$ cat config.mk
export PLATFORM = sky130hd
export DESIGN_NAME = simd_cmp_mask
export DESIGN_NICKNAME = d
export VERILOG_FILES = /design/src/rtl/simd_cmp_pkg.sv /design/src/rtl/fp_lane_cmp.sv /design/src/rtl/pred_apply.sv /design/src/rtl/simd_cmp_mask.sv
export SDC_FILE = /design/constraint.sdc
export NUM_CORES = 1
export LEC_CHECK = 0
export BUFFER_PORTS_ARGS = -buffer_cell sky130_fd_sc_hd__buf_2
export CAP_MARGIN = 20
export CORE_MARGIN = 8
export CORE_UTILIZATION = 49
export DETAILED_ROUTE_END_ITERATION = 16
export PLACE_DENSITY = 0.82
export RECOVER_POWER = 100
export SKIP_LAST_GASP = 1
export SLEW_MARGIN = 20
export SYNTH_ARGS = -nofsm -noshare
export SYNTH_HDL_FRONTEND = slang
export SYNTH_SLANG_ARGS = --single-unit
export TNS_END_PERCENT = 20
$ cat constraint.sdc
create_clock -name clk -period 4.25 [get_ports clk]
set_input_delay 0.85 -clock clk [delete_from_list [all_inputs] [get_ports clk]]
set_output_delay 0.85 -clock clk [all_outputs]
set_load 0.02 [all_outputs]
$ cat src/rtl/simd_cmp_pkg.sv
// Package: shared predicate codes and lane geometry for the compare mask block.
// Assumes a vector width that is a multiple of 64 bits.
package simd_cmp_pkg;
    typedef enum logic [2:0] {
        PR_EQ    = 3'd0,
        PR_LT    = 3'd1,
        PR_LE    = 3'd2,
        PR_UNORD = 3'd3,
        PR_NEQ   = 3'd4,
        PR_NLT   = 3'd5,
        PR_NLE   = 3'd6,
        PR_ORD   = 3'd7
    } cmp_pred_e;

    localparam int SP_W   = 32;
    localparam int DP_W   = 64;
    localparam int SP_EXP = 8;
    localparam int DP_EXP = 11;
endpackage

$ cat src/rtl/fp_lane_cmp.sv
// Module: fp_lane_cmp
// Compares two IEEE-754 values of one lane. It reports unordered (either
// operand NaN), equal and less-than. eq and lt are forced low when unordered.
// Assumes a standard sign/exponent/fraction layout with an EXP_W-bit exponent.
module fp_lane_cmp #(
    parameter int W     = 32,
    parameter int EXP_W = 8
) (
    input  logic [W-1:0] a,
    input  logic [W-1:0] b,
    output logic         unord,
    output logic         eq,
    output logic         lt
);
    localparam int MAN_W = W - 1 - EXP_W;

    logic         a_nan, b_nan, both_zero;
    logic [W-2:0] a_mag, b_mag;
    logic         a_s, b_s;

    // Field split and NaN detection.
    always_comb begin
        a_s   = a[W-1];
        b_s   = b[W-1];
        a_mag = a[W-2:0];
        b_mag = b[W-2:0];
        a_nan = (&a[W-2:MAN_W]) && (|a[MAN_W-1:0]);
        b_nan = (&b[W-2:MAN_W]) && (|b[MAN_W-1:0]);
        both_zero = (a_mag == '0) && (b_mag == '0);
    end

    // Sign-magnitude ordering with signed zeros treated as equal.
    always_comb begin
        unord = a_nan || b_nan;
        eq    = 1'b0;
        lt    = 1'b0;
        if (!unord) begin
            eq = both_zero || (a == b);
            if (!eq) begin
                if (a_s != b_s)  lt = a_s;
                else if (!a_s)   lt = a_mag < b_mag;
                else             lt = a_mag > b_mag;
            end
        end
    end

    // Relation outputs are mutually exclusive.
    always_comb begin
        assert (!(eq && lt) && !(unord && (eq || lt)))
            else $error("AST_REL_EXCL violated");
    end
endmodule

$ cat src/rtl/pred_apply.sv
// Module: pred_apply
// Turns a lane relation into the lane mask bit and its invalid flag for the
// selected predicate. Bit 2 of the code complements the base test. Base codes
// 1 and 2 are the ordered-class tests that signal on unordered input.
module pred_apply
    import simd_cmp_pkg::*;
(
    input  logic [2:0] pred,
    input  logic       unord,
    input  logic       eq,
    input  logic       lt,
    output logic       mask_bit,
    output logic       inv
);
    logic base_res;
    logic signal_cls;

    // Base relation select, then complement for codes 4..7.
    always_comb begin
        unique case (pred[1:0])
            2'd0:    base_res = eq;
            2'd1:    base_res = lt;
            2'd2:    base_res = lt || eq;
            default: base_res = unord;
        endcase
        mask_bit   = base_res ^ pred[2];
        signal_cls = (pred[1:0] == 2'd1) || (pred[1:0] == 2'd2);
        inv        = unord && signal_cls;
    end

    // Unordered lanes follow the fixed table.
    always_comb begin
        if (unord && (pred == PR_EQ || pred == PR_ORD))
            assert (!mask_bit && !inv) else $error("AST_QUIET_ZERO violated");
        if (unord && (pred == PR_NEQ || pred == PR_UNORD))
            assert (mask_bit && !inv) else $error("AST_QUIET_ONES violated");
    end
endmodule

$ cat src/rtl/simd_cmp_mask.sv
// Module: simd_cmp_mask (top)
// Packed or scalar SIMD compare. It builds per-lane masks for single or
// double precision, flags invalid lanes, suppresses writeback on an unmasked
// invalid and keeps a sticky invalid bit. Registered, one cycle latency.
// Assumes VEC_W is a multiple of 64.
module simd_cmp_mask
    import simd_cmp_pkg::*;
#(
    parameter int VEC_W = 128
) (
    input  logic                  clk,
    input  logic                  rst_n,
    input  logic                  in_valid,
    input  logic [2:0]            in_pred,
    input  logic                  in_dbl,
    input  logic                  in_packed,
    input  logic                  in_mask_inv,
    input  logic [VEC_W-1:0]      opa,
    input  logic [VEC_W-1:0]      opb,
    output logic                  out_valid,
    output logic                  out_wb_en,
    output logic                  out_fault,
    output logic [VEC_W-1:0]      out_result,
    output logic [VEC_W/32-1:0]   out_lane_inv,
    output logic                  inv_sticky
);
    localparam int SPL = VEC_W / SP_W;
    localparam int DPL = VEC_W / DP_W;

    logic [SPL-1:0]   sp_m, sp_i, sp_u, sp_e, sp_l;
    logic [DPL-1:0]   dp_m, dp_i, dp_u, dp_e, dp_l;
    logic [VEC_W-1:0] sp_res, dp_res, nxt_res;
    logic [SPL-1:0]   nxt_inv;
    logic             nxt_fault;

    genvar gi;
    generate
        for (gi = 0; gi < SPL; gi++) begin : g_sp
            fp_lane_cmp #(.W(SP_W), .EXP_W(SP_EXP)) u_cmp (
                .a(opa[gi*SP_W +: SP_W]), .b(opb[gi*SP_W +: SP_W]),
                .unord(sp_u[gi]), .eq(sp_e[gi]), .lt(sp_l[gi]));
            pred_apply u_pred (
                .pred(in_pred), .unord(sp_u[gi]), .eq(sp_e[gi]), .lt(sp_l[gi]),
                .mask_bit(sp_m[gi]), .inv(sp_i[gi]));
            // Active lanes take the mask; inactive lanes pass operand A.
            always_comb begin
                sp_res[gi*SP_W +: SP_W] = (in_packed || gi == 0) ?
                    {SP_W{sp_m[gi]}} : opa[gi*SP_W +: SP_W];
            end
        end
        for (gi = 0; gi < DPL; gi++) begin : g_dp
            fp_lane_cmp #(.W(DP_W), .EXP_W(DP_EXP)) u_cmp (
                .a(opa[gi*DP_W +: DP_W]), .b(opb[gi*DP_W +: DP_W]),
                .unord(dp_u[gi]), .eq(dp_e[gi]), .lt(dp_l[gi]));
            pred_apply u_pred (
                .pred(in_pred), .unord(dp_u[gi]), .eq(dp_e[gi]), .lt(dp_l[gi]),
                .mask_bit(dp_m[gi]), .inv(dp_i[gi]));
            // Active lanes take the mask; inactive lanes pass operand A.
            always_comb begin
                dp_res[gi*DP_W +: DP_W] = (in_packed || gi == 0) ?
                    {DP_W{dp_m[gi]}} : opa[gi*DP_W +: DP_W];
            end
        end
    endgenerate

    // Precision select for result and per-lane invalid flags.
    always_comb begin
        nxt_res = in_dbl ? dp_res : sp_res;
        for (int i = 0; i < SPL; i++) begin
            if (in_dbl)
                nxt_inv[i] = (i < DPL) ? (dp_i[i % DPL] && (in_packed || i == 0)) : 1'b0;
            else
                nxt_inv[i] = sp_i[i] && (in_packed || i == 0);
        end
        nxt_fault = (|nxt_inv) && !in_mask_inv;
    end

    // Output registers with writeback suppression on unmasked invalid.
    always_ff @(posedge clk) begin
        if (!rst_n) begin
            out_valid    <= 1'b0;
            out_wb_en    <= 1'b0;
            out_fault    <= 1'b0;
            out_result   <= '0;
            out_lane_inv <= '0;
        end else begin
            out_valid    <= in_valid;
            out_wb_en    <= in_valid && !nxt_fault;
            out_fault    <= in_valid && nxt_fault;
            out_lane_inv <= in_valid ? nxt_inv : '0;
            if (in_valid && !nxt_fault)
                out_result <= nxt_res;
        end
    end

    // Sticky invalid status, cleared only by reset.
    always_ff @(posedge clk) begin
        if (!rst_n)                    inv_sticky <= 1'b0;
        else if (in_valid && |nxt_inv) inv_sticky <= 1'b1;
    end

    AST_STICKY_HOLD: assert property (@(posedge clk) disable iff (!rst_n)
        inv_sticky |=> inv_sticky);
    AST_FAULT_NO_WB: assert property (@(posedge clk) disable iff (!rst_n)
        out_fault |-> !out_wb_en);
    AST_FAULT_HELD: assert property (@(posedge clk) disable iff (!rst_n)
        out_fault |-> out_result == $past(out_result));
    AST_FAULT_HAS_FLAG: assert property (@(posedge clk) disable iff (!rst_n)
        out_fault |-> (|out_lane_inv && inv_sticky));
    AST_WB_VALID: assert property (@(posedge clk) disable iff (!rst_n)
        out_wb_en |-> out_valid);
endmodule

======== Yosys cells after proc, flatten, opt, wreduce, memory -nomap -nowiden ========
Index checks and enable logic that the tools add are counted.
storage, ports and cells
  bits in registers ....................... 136
  bits of input ports ..................... 265
cells by class
  $lt $le $gt $ge ......................... 12
  equal/unequal tests ..................... 12
  muxes and demuxes ....................... 45
  bitwise operators ....................... 6
  reductions and logical operators ........ 92
operators with widths
  operator                                                               count
  63-bit zero test                                                       4
  31-bit zero test                                                       8
  52-bit OR reduction                                                    4
  23-bit OR reduction                                                    8
  32-bit equality test                                                   4
  64-bit equality test                                                   2
  128-bit 2-to-1 mux                                                     1
  63-bit greater-than comparator                                         2
  63-bit < comparator                                                    2
  31-bit greater-than comparator                                         4
  31-bit < comparator                                                    4
  32-bit 2-to-1 mux                                                      3
  64-bit 2-to-1 mux                                                      1
  8-bit AND reduction                                                    8
  11-bit AND reduction                                                   4
  1-bit 2-to-1 mux                                                       34
  1-bit logical AND                                                      32
  1-bit logical OR                                                       19
  1-bit case mux with 3 select lines                                     6
  1-bit bitwise XOR                                                      6
  1-bit inequality test                                                  4
  4-bit OR reduction                                                     1
  2-bit by 1-bit equality test with 1-bit output, second input constant  1
  2-bit equality test, second input constant                             1
  3 further kinds                                                        4

======== Longest topological paths before layout ========
Gate-level depths: netlist of run 1.
  depth in word-level cells ............... 10
  gate-level depth with buffers ........... 14

======== Hierarchy ========
A second synthesis of run 1 with hierarchy kept.
second synthesis, totals
  cells, all modules ...................... 1763
  area total of the unflattened synthesis .. 13471.7 sq um
by module, submodules not included
  module                           times used  cells each  area an instance (sq um)  seq. area each (sq um)
  simd_cmp_mask                    1           533         4755.8                    2102.0
  fp_lane_cmp (g_sp[0].u_cmp ...)  4           148         1037.2                    0.0
  fp_lane_cmp (g_dp[0].u_cmp ...)  2           280         1975.6                    0.0
  pred_apply                       6           13          102.6                     0.0

======== Worst setup path before layout of run 1 ========
OpenSTA, ideal clock, no wires.
  path type ............................... input to register
  start point ............................. input opb[117]
  end point ............................... register out_result[79]
  setup time .............................. 0.118 ns
  arrival time ............................ 3.500 ns
  path slack .............................. 0.632 ns
  stages on the path ...................... 13
  path through ............................ inv_1 -> ha_1 -> nand4_1 -> nor3_1 -> nand4_1 -> or3_1 -> a21oi_2 -> o31a_1 -> o211ai_2 -> a221oi_2 -> mux2i_2 -> buf_2 -> nor2_1
on the way
  cells in the longest elaborated chain, start to end .. 10
  elaborated cells on any way between the ends .. 32
  those cells by class .................... order compare: 2; eq/ne: 1; mux: 10; bitwise: 1; reduce/logical: 18
ends and longest elaborated chain
  item                                                                             line                                      source
  from (decl)                                                                      simd_cmp_mask.sv:19                       input logic [VEC_W-1:0] opb,
  63-bit < comparator, or another cell as far along                                fp_lane_cmp.sv:41                         else if (!a_s) lt = a_mag < b_mag;
  1-bit 2-to-1 mux, or another cell as far along                                   fp_lane_cmp.sv:41
  1-bit 2-to-1 mux, or another cell as far along                                   fp_lane_cmp.sv:40                         if (a_s != b_s) lt = a_s;
  1-bit 2-to-1 mux / 1-bit logical AND (equally long branches)                     fp_lane_cmp.sv:39, pred_apply.sv:28
  1-bit 2-to-1 mux, or another cell as far along                                   fp_lane_cmp.sv:37                         if (!unord) begin
  1-bit logical OR / 1-bit 2-to-1 mux (equally long branches)                      pred_apply.sv:23, simd_cmp_mask.sv:70
  1-bit case mux with 3 select lines / 4-bit OR reduction (equally long branches)  pred_apply.sv:20, simd_cmp_mask.sv:75
  1-bit bitwise XOR / 1-bit logical AND (equally long branches)                    pred_apply.sv:26, simd_cmp_mask.sv:75
  64-bit 2-to-1 mux / 1-bit zero test (equally long branches)                      simd_cmp_mask.sv:60, simd_cmp_mask.sv:91
  128-bit 2-to-1 mux / 1-bit logical AND (equally long branches)                   simd_cmp_mask.sv:68, simd_cmp_mask.sv:91
  to (signal assigned)                                                             simd_cmp_mask.sv:92                       out_result <= nxt_res;
  to (decl)                                                                        simd_cmp_mask.sv:23                       output logic [VEC_W-1:0] out_result,
Several ways; a longest one is shown, not always the timed one.
A chain may end at the register's enable or synchronous reset.

======== Worst setup path in the final report of run 1 ========
  start point ............................. input opa[80]
  end point ............................... register out_result[66]
on the way
  cells in the longest elaborated chain, start to end .. 10
  elaborated cells on any way between the ends .. 47
  those cells by class .................... order compare: 4; eq/ne: 2; mux: 17; bitwise: 2; reduce/logical: 22
ends and longest elaborated chain
  item                                                                             line                                      source
  from (decl)                                                                      simd_cmp_mask.sv:18                       input logic [VEC_W-1:0] opa,
  63-bit < comparator, or another cell as far along                                fp_lane_cmp.sv:41
  1-bit 2-to-1 mux, or another cell as far along                                   fp_lane_cmp.sv:41
  1-bit 2-to-1 mux, or another cell as far along                                   fp_lane_cmp.sv:40
  1-bit 2-to-1 mux / 1-bit logical AND (equally long branches)                     fp_lane_cmp.sv:39, pred_apply.sv:28
  1-bit 2-to-1 mux, or another cell as far along                                   fp_lane_cmp.sv:37
  1-bit logical OR / 1-bit 2-to-1 mux (equally long branches)                      pred_apply.sv:23, simd_cmp_mask.sv:70
  1-bit case mux with 3 select lines / 4-bit OR reduction (equally long branches)  pred_apply.sv:20, simd_cmp_mask.sv:75
  1-bit bitwise XOR / 1-bit logical AND (equally long branches)                    pred_apply.sv:26, simd_cmp_mask.sv:75
  64-bit 2-to-1 mux, or another cell as far along                                  simd_cmp_mask.sv:60                       dp_res[gi*DP_W +: DP_W] = (in_packed || gi == 0) ?
  128-bit 2-to-1 mux / 1-bit logical AND (equally long branches)                   simd_cmp_mask.sv:68, simd_cmp_mask.sv:91
Several ways; a longest one is shown, not always the timed one.

==> flow_summary.rst, run 1 <==
.. list-table::
   :header-rows: 1

   * - Metric
     - Value
   * - Antenna viol nets, final
     - 0
   * - # port buffers
     - 400
   * - Internal power
     - 1.895 mW
   * - Syn Std Cell Area
     - 0.009385 sq mm
   * - CP Data Arrival Time
     - 4.12 ns
   * - Count of unresolved DRC violations after routing
     - 0
   * - Post-CTS repair timing setup buffer count
     - 0
   * - Max Buffers Root-to-Sink
     - 2
   * - Clock power share
     - 27.6%
   * - Die height
     - 154.4 microns
   * - Latest clock arrival within the worst-skew pair
     - 0.35 ns
   * - Worst setup skew after layout
     - 0 ns
   * - Sinks on Clock Net
     - 105
   * - Upper clock frequency limit
     - 0.2580 GHz
   * - Number of global-route vias before repair
     - 10660
   * - Total leakage power
     - 5.296 nW
   * - Top Family by Delay on Critical Path
     - simple AND/OR/NAND/NOR gates
   * - Setup repair after global routing missed its margin
     - no
   * - Clk pin slew, worst setup/hold paths
     - 0.08 ns
   * - Worst slack, placed
     - 0.1252 ns
   * - Worst-path cell chain
     - buf_2, nor4_1, nand4_1, or4_1, nand4bb_4, a21oi_2, o31a_1, o211ai_2, a221oi_1, mux2i_4, buf_12, nor3_1
   * - Non-filler instance count after layout
     - 1787
   * - Data required time of the critical path
     - 4.49 ns
   * - Status
     - finished, violations left
   * - # fillers
     - 1817
   * - Sequential standard cell area
     - 0.002102 sq mm
   * - Final weighted congestion in routability-driven placement
     - 0.9759
   * - Fraction of power consumed by sequential logic
     - 37.2%
   * - Detailed-router iteration count before antenna repair
     - 7
   * - Detailed router's first-iteration violation count
     - 837
   * - HPWL after detailed placement
     - 30.00 mm
   * - Gate count of the mapped netlist
     - 1195
   * - Worst max-slew margin expressed relative to the limit
     - -6.341%
   * - Initial core utilization
     - 50.01%
   * - Final period utilization
     - 91.20%
   * - Wirelength per Cell
     - 20.29 microns
   * - DP Cell Count
     - 1767
   * - Max capacitance violation total
     - 1
   * - Sum of negative setup slack
     - 0 ns
   * - Die Area
     - 0.02384 sq mm
   * - Pwr dens
     - 272.4 mW/mm^2
   * - Top-level port count
     - 401
   * - Cell type of the slowest stage on the worst timing path
     - sky130_fd_sc_hd__or4_1
   * - Core footprint
     - 0.01877 sq mm
   * - Share of post-route cells with drive strength above 1
     - 20.27%
   * - Horiz. Die Dim
     - 154.4 microns
   * - Part of the Yosys area used for sequential elements
     - 22.40%
   * - Setup violation total in the final timing report
     - 0
   * - Initial antenna violation count
     - 6
   * - Highest fanout seen on the critical path
     - 32
   * - Area post-placement
     - 0.01145 sq mm
   * - Area added between synthesis and finish
     - 20.49%
   * - Synthesized area divided by synthesized cell count
     - 7.854 sq um
   * - Fraction of the core area covered by cells at the end of the flow
     - 60.25%
   * - Via total after detailed routing
     - 10750
   * - CTS buffer count
     - 9
   * - Most common flop cell mapped by yosys
     - sky130_fd_sc_hd__dfxtp_1
   * - Worst Tran Pin Value
     - 1.595 ns
   * - Sort of element at the end of the critical path
     - flip-flop
   * - Total congestion overflow after global routing
     - 0
   * - Setup crit start kind
     - input pin
   * - Multi-input logic area
     - 0.006068 sq mm
   * - Maximum vdd ir drop
     - 0.1885 mV
   * - Longest individual stage delay on the worst path
     - 0.62 ns
   * - Number of H-tree levels
     - 3
   * - Buffer type at the clock tree root
     - sky130_fd_sc_hd__clkbuf_16
   * - Mapped Nets
     - 1592
   * - Warnings from Yosys
     - 0
   * - Hold_ws
     - 0.4764 ns
   * - Reg2reg setup slack
     - 2.95 ns
   * - Drt via density
     - 6.014
   * - Post-synth cell types
     - 71
   * - Cts hold-fix bufs
     - 0
   * - TritonCTS clock tree
     - built
   * - Pins over their slew limit
     - 32
   * - Share of power burned in combinational logic
     - 35.2%
   * - Pwr Total
     - 3.080 mW
   * - Pin count of the biggest net entering global routing
     - 68
   * - Type of the worst setup path
     - in2reg
   * - Count of buffer and inverter cells on the critical path
     - 2
   * - FFs w/ async S/R, synth
     - 0%
   * - Final wirelength
     - 36.25 mm
   * - Count of standard-cell rows
     - 50
   * - Class of the worst hold path
     - reg2reg
   * - EDFF count, synth
     - 0
   * - Violations in the final reports
     - max-capacitance violations, max-slew violations
   * - Total count of hold-check failures in the final report
     - 0
   * - Switching power share of the total
     - 38.48%
   * - PnR worst setup slack
     - 0.3738 ns
   * - Minimum clock period
     - 3.876 ns
   * - Global-route wire length before repair
     - 56.06 mm
   * - Synthesis-stage register bit count
     - 105
   * - CTS-repair resized insts
     - 0
   * - Net switching component of the power
     - 1.185 mW
   * - GR Util All Layers
     - 28.79%
   * - Layout Nets
     - 1941
   * - Final std cell area, no fill
     - 0.01131 sq mm
power groups by stage:
stage	logic, mW	registers (mW)	clock network, mW
4_1_cts	1.14	1.14	0.861
3_3_place_gp	1.11	1.16	0
5_1_grt	1.18	1.16	0.900
3_5_place_dp	1.14	1.16	0
2_1_floorplan	0.573	1.28	0
6_report	1.08	1.15	0.850
path summary, 6_finish.rpt:
check,to,startpoint,cells past startpoint
min reg2reg,inv_sticky,inv_sticky,1
max reg2reg,out_result[31],out_result[31],2
max,out_result[66],opa[80],12
min,inv_sticky,inv_sticky,1
sequential cells by signal, indices dropped and copies added, names as in the netlist:
name and flops:
out_wb_en 1, out_lane_inv 4, out_result 97, out_fault 1
out_valid 1, inv_sticky 1
logic make-up (layout without fill, tap and decap cells):
| logic type | count (synthesis) | in the layout | synth area share (%) |
|---|---|---|---|
| adder cells (fa/ha/maj) | 132 | 132 | 17.60 |
| XOR/XNOR | 6 | 6 | 0.5599 |
| AND/OR/NAND/NOR | 470 | 470 | 30.41 |
| other | 0 | 4 | 0 |
| buffers and inverters | 227 | 581 | 10.71 |
| multiplexers | 3 | 3 | 0.4000 |
| flip-flops | 105 | 105 | 22.40 |
| AO/OA/AOI/OAI | 252 | 252 | 17.93 |
synth_stat cells, types with 22 or more instances:
master / number / area (sq um)
sky130_fd_sc_hd__a211oi_1: 44 / 330.3
sky130_fd_sc_hd__a21oi_1: 90 / 450.4
sky130_fd_sc_hd__buf_4: 31 / 232.7
sky130_fd_sc_hd__clkbuf_1: 39 / 146.4
sky130_fd_sc_hd__dfxtp_1: 105 / 2102
sky130_fd_sc_hd__ha_1: 132 / 1652
sky130_fd_sc_hd__inv_1: 147 / 551.8
sky130_fd_sc_hd__nand2_1: 44 / 165.2
sky130_fd_sc_hd__nand2b_1: 35 / 219.0
sky130_fd_sc_hd__nand3_1: 26 / 130.1
sky130_fd_sc_hd__nand4_1: 59 / 369.1
sky130_fd_sc_hd__nor2_1: 111 / 416.7
sky130_fd_sc_hd__nor3_1: 48 / 240.2
sky130_fd_sc_hd__nor4_1: 67 / 419.2
sky130_fd_sc_hd__nor4b_2: 26 / 390.4
sky130_fd_sc_hd__o21ai_0: 33 / 165.2
sky130_fd_sc_hd__o221ai_1: 22 / 192.7
cell usage in the layout, fill, tap and decap left out, drive strengths merged, types with 35 or more instances in the layout:
cell type	count
nor4	67
inv	151
a21oi	91
a211oi	44
buf	277
ha	132
nor2	111
nand2b	35
dfxtp	105
clkbuf	151
nand2	44
nor3	60
nand4	59
cell type report:
type	instances	area share, %
Clock buffer	10	2.113
Multi-Input combinational cell	863	53.66
Tap cell	234	2.589
Sequential cell	105	18.59
Antenna cell	4	0.08852
Timing Repair Buffer	418	17.65
Clock inverter	6	0.4315
Inverter	147	4.879
routing by layer:
metal / vias to the layer above / track usage, % / share of wire (%)
li1: 5097 / - / -
met1: 4968 / 33.53 / 40
met2: 565 / 49.24 / 47
met3: 113 / 7.356 / 8.6
met4: 4 / 12.37 / 4.1
met5: - / 0 / 0.061
Note: power is estimated with default switching activity, not from simulation.
==> run 2, diff against run 1 <==
Settings changed: CORE_AREA set to 2 2 155 157, CORE_MARGIN 8 to not set, CORE_UTILIZATION 49 to not set, CTS_BUF_LIST set to sky130_fd_sc_hd__clkbuf_16, DIE_AREA set to 0 0 157 159, PLACE_DENSITY 0.82 to 0.69.
==> flow_summary.rst, run 2 (synthesized netlist as in run 1, its figures left out) <==
.. list-table::
   :header-rows: 1

   * - Metric
     - Value
   * - Max capacitance violation total
     - 1
   * - Cell type of the slowest stage on the worst timing path
     - sky130_fd_sc_hd__or3_1
   * - Total congestion overflow after global routing
     - 0
   * - Max Buffers Root-to-Sink
     - 2
   * - Total leakage power
     - 5.296 nW
   * - Pwr Total
     - 3.026 mW
   * - Status
     - finished, violations left
   * - HPWL after detailed placement
     - 28.62 mm
   * - PnR worst setup slack
     - 0.3202 ns
   * - Detailed-router iteration count before antenna repair
     - 5
   * - Class of the worst hold path
     - reg2reg
   * - DP Cell Count
     - 1855
   * - Type of the worst setup path
     - in2reg
   * - Global routing met1 resource utilization
     - 34.15%
   * - GR Util All Layers
     - 26.71%
   * - Horiz. Die Dim
     - 157 microns
   * - Share of power burned in combinational logic
     - 35.8%
   * - Final wirelength
     - 34.75 mm
   * - # fillers
     - 2464
   * - Area added between synthesis and finish
     - 21.82%
   * - Number of global-route vias before repair
     - 10020
   * - Most used cell along the critical path
     - sky130_fd_sc_hd__nand4_1
   * - CP Data Arrival Time
     - 4.17 ns
   * - Setup violation total in the final timing report
     - 0
   * - Worst slack, placed
     - 0.06733 ns
   * - Upper clock frequency limit
     - 0.2545 GHz
   * - Final period utilization
     - 92.47%
   * - Worst Tran Pin Value
     - 1.526 ns
   * - Setup crit start kind
     - input pin
   * - Global-route wire length before repair
     - 53.20 mm
   * - Longest individual stage delay on the worst path
     - 0.47 ns
   * - Top-level port count
     - 401
   * - Violations in the final reports
     - max-capacitance violations, max-slew violations
   * - Layout Nets
     - 1944
   * - Share of post-route cells with drive strength above 1
     - 20.30%
   * - Worst max-slew margin expressed relative to the limit
     - -1.745%
   * - Pins over their slew limit
     - 31
   * - Clock power share
     - 26.5%
   * - Total count of hold-check failures in the final report
     - 0
   * - Sequential standard cell area
     - 0.002102 sq mm
   * - CTS buffer count
     - 9
   * - Die height
     - 159 microns
   * - Sort of element at the end of the critical path
     - flip-flop
   * - Data required time of the critical path
     - 4.49 ns
   * - Drt via density
     - 5.588
   * - Die Area
     - 0.02496 sq mm
   * - Count of standard-cell rows
     - 56
   * - # port buffers
     - 400
   * - Biggest registers after layout
     - out_result (97), out_lane_inv (4)
   * - Fraction of power consumed by sequential logic
     - 37.7%
   * - Post-CTS repair timing setup buffer count
     - 0
   * - Final weighted congestion in routability-driven placement
     - 0.9469
   * - Met2 routing resource usage after global routing
     - 45.24%
   * - Worst setup skew after layout
     - 0 ns
   * - Met3 GRT Util
     - 4.028%
   * - Cts hold-fix bufs
     - 0
   * - Internal power
     - 1.870 mW
   * - Net switching component of the power
     - 1.155 mW
   * - Latest clock arrival within the worst-skew pair
     - 0.35 ns
   * - Count of buffer and inverter cells on the critical path
     - 3
   * - Clk pin slew, worst setup/hold paths
     - 0.08 ns
   * - Highest fanout seen on the critical path
     - 32
   * - Most used cells in the layout excluding fill and tap cells
     - sky130_fd_sc_hd__buf_2 (261), sky130_fd_sc_hd__inv_1 (147), sky130_fd_sc_hd__clkbuf_1 (139), sky130_fd_sc_hd__ha_1 (132), sky130_fd_sc_hd__nor2_1 (111)
   * - Busiest grt layer
     - met2
   * - Worst-path cell chain
     - buf_2, inv_1, ha_1, nand4_1, nor3_1, nand4_1, or3_1, a21oi_1, o31a_1, o211ai_2, a221oi_2, mux2i_4, buf_12, nor2_1
   * - Sum of negative setup slack
     - 0 ns
   * - Switching power share of the total
     - 38.19%
   * - Detailed router's first-iteration violation count
     - 727
   * - Register bank with the most flops
     - out_result
   * - Flip-flop count of the largest register, all copies and words added
     - 97
   * - Top Family by Delay on Critical Path
     - simple AND/OR/NAND/NOR gates
   * - Setup repair after global routing missed its margin
     - no
   * - Pin count of the biggest net entering global routing
     - 68
   * - Core footprint
     - 0.02319 sq mm
   * - Initial antenna violation count
     - 9
   * - Minimum clock period
     - 3.930 ns
   * - Non-filler instance count after layout
     - 1880
   * - Sinks on Clock Net
     - 105
   * - Pwr dens
     - 264.6 mW/mm^2
   * - Number of H-tree levels
     - 3
   * - Wirelength per Cell
     - 18.49 microns
   * - Maximum vdd ir drop
     - 0.1918 mV
   * - Antenna viol nets, final
     - 0
   * - Most common cell after layout, fill and taps aside
     - sky130_fd_sc_hd__buf_2
   * - Buffer type at the clock tree root
     - sky130_fd_sc_hd__clkbuf_16
   * - TritonCTS clock tree
     - built
   * - Initial core utilization
     - 40.47%
   * - CTS-repair resized insts
     - 0
   * - Count of unresolved DRC violations after routing
     - 0
   * - Multi-input logic area
     - 0.006080 sq mm
   * - Via total after detailed routing
     - 10510
run 2: changes by cell type in the layout (fill, tap and decap cells not counted), sizes merged:
cell	change
inv	-3
diode	+5
clkinv	+3
clkinvlp	+1
buf	+2
run 2: metrics by stage:
stage,hold slack (ns),instance area [sq um],util [%]
final,0.4820,11430,49.30
after global routing,0.5072,11430,49.29
after CTS,0.4881,11850,51.08
after detailed placement,0.4615,11570,49.91
after global placement,0.4884,11570,49.91
after floorplan,0.5709,9385,-
run 2: layer usage:
layer | vias up | wire length (microns)
met3 | 76 | 2213
li1 | 5105 | -
met2 | 464 | 16620
met5 | - | 13
met4 | 2 | 1192
met1 | 4859 | 14720
run 2: path summary, 6_finish.rpt:
check / endpoint / slack, ns / cells past startpoint / start
max: out_result[90] / 0.32 / 14 / opb[117]
max reg2reg: out_result[31] / 2.89 / 2 / out_result[31]
min reg2reg: inv_sticky / 0.48 / 1 / inv_sticky
min: inv_sticky / 0.48 / 1 / inv_sticky
run 2: area by class of cell:
| cell class | count | area share (%) |
|---|---|---|
| timing repair buffer | 421 | 17.55 |
| tap | 319 | 3.491 |
| inverter | 147 | 4.826 |
| sequential | 105 | 18.38 |
| antenna | 9 | 0.1970 |
| clock buffer | 9 | 1.970 |
| multi-input combinational | 863 | 53.17 |
| clock inverter | 7 | 0.4049 |
run 2: power by group through the flow:
stage / combinational [mW] / clock, mW / sequential, mW
CTS: 1.14 / 0.821 / 1.14
detailed placement: 1.14 / 0 / 1.16
finish: 1.08 / 0.800 / 1.14
floorplan: 0.573 / 0 / 1.28
global route: 1.19 / 0.862 / 1.15
global placement: 1.12 / 0 / 1.16
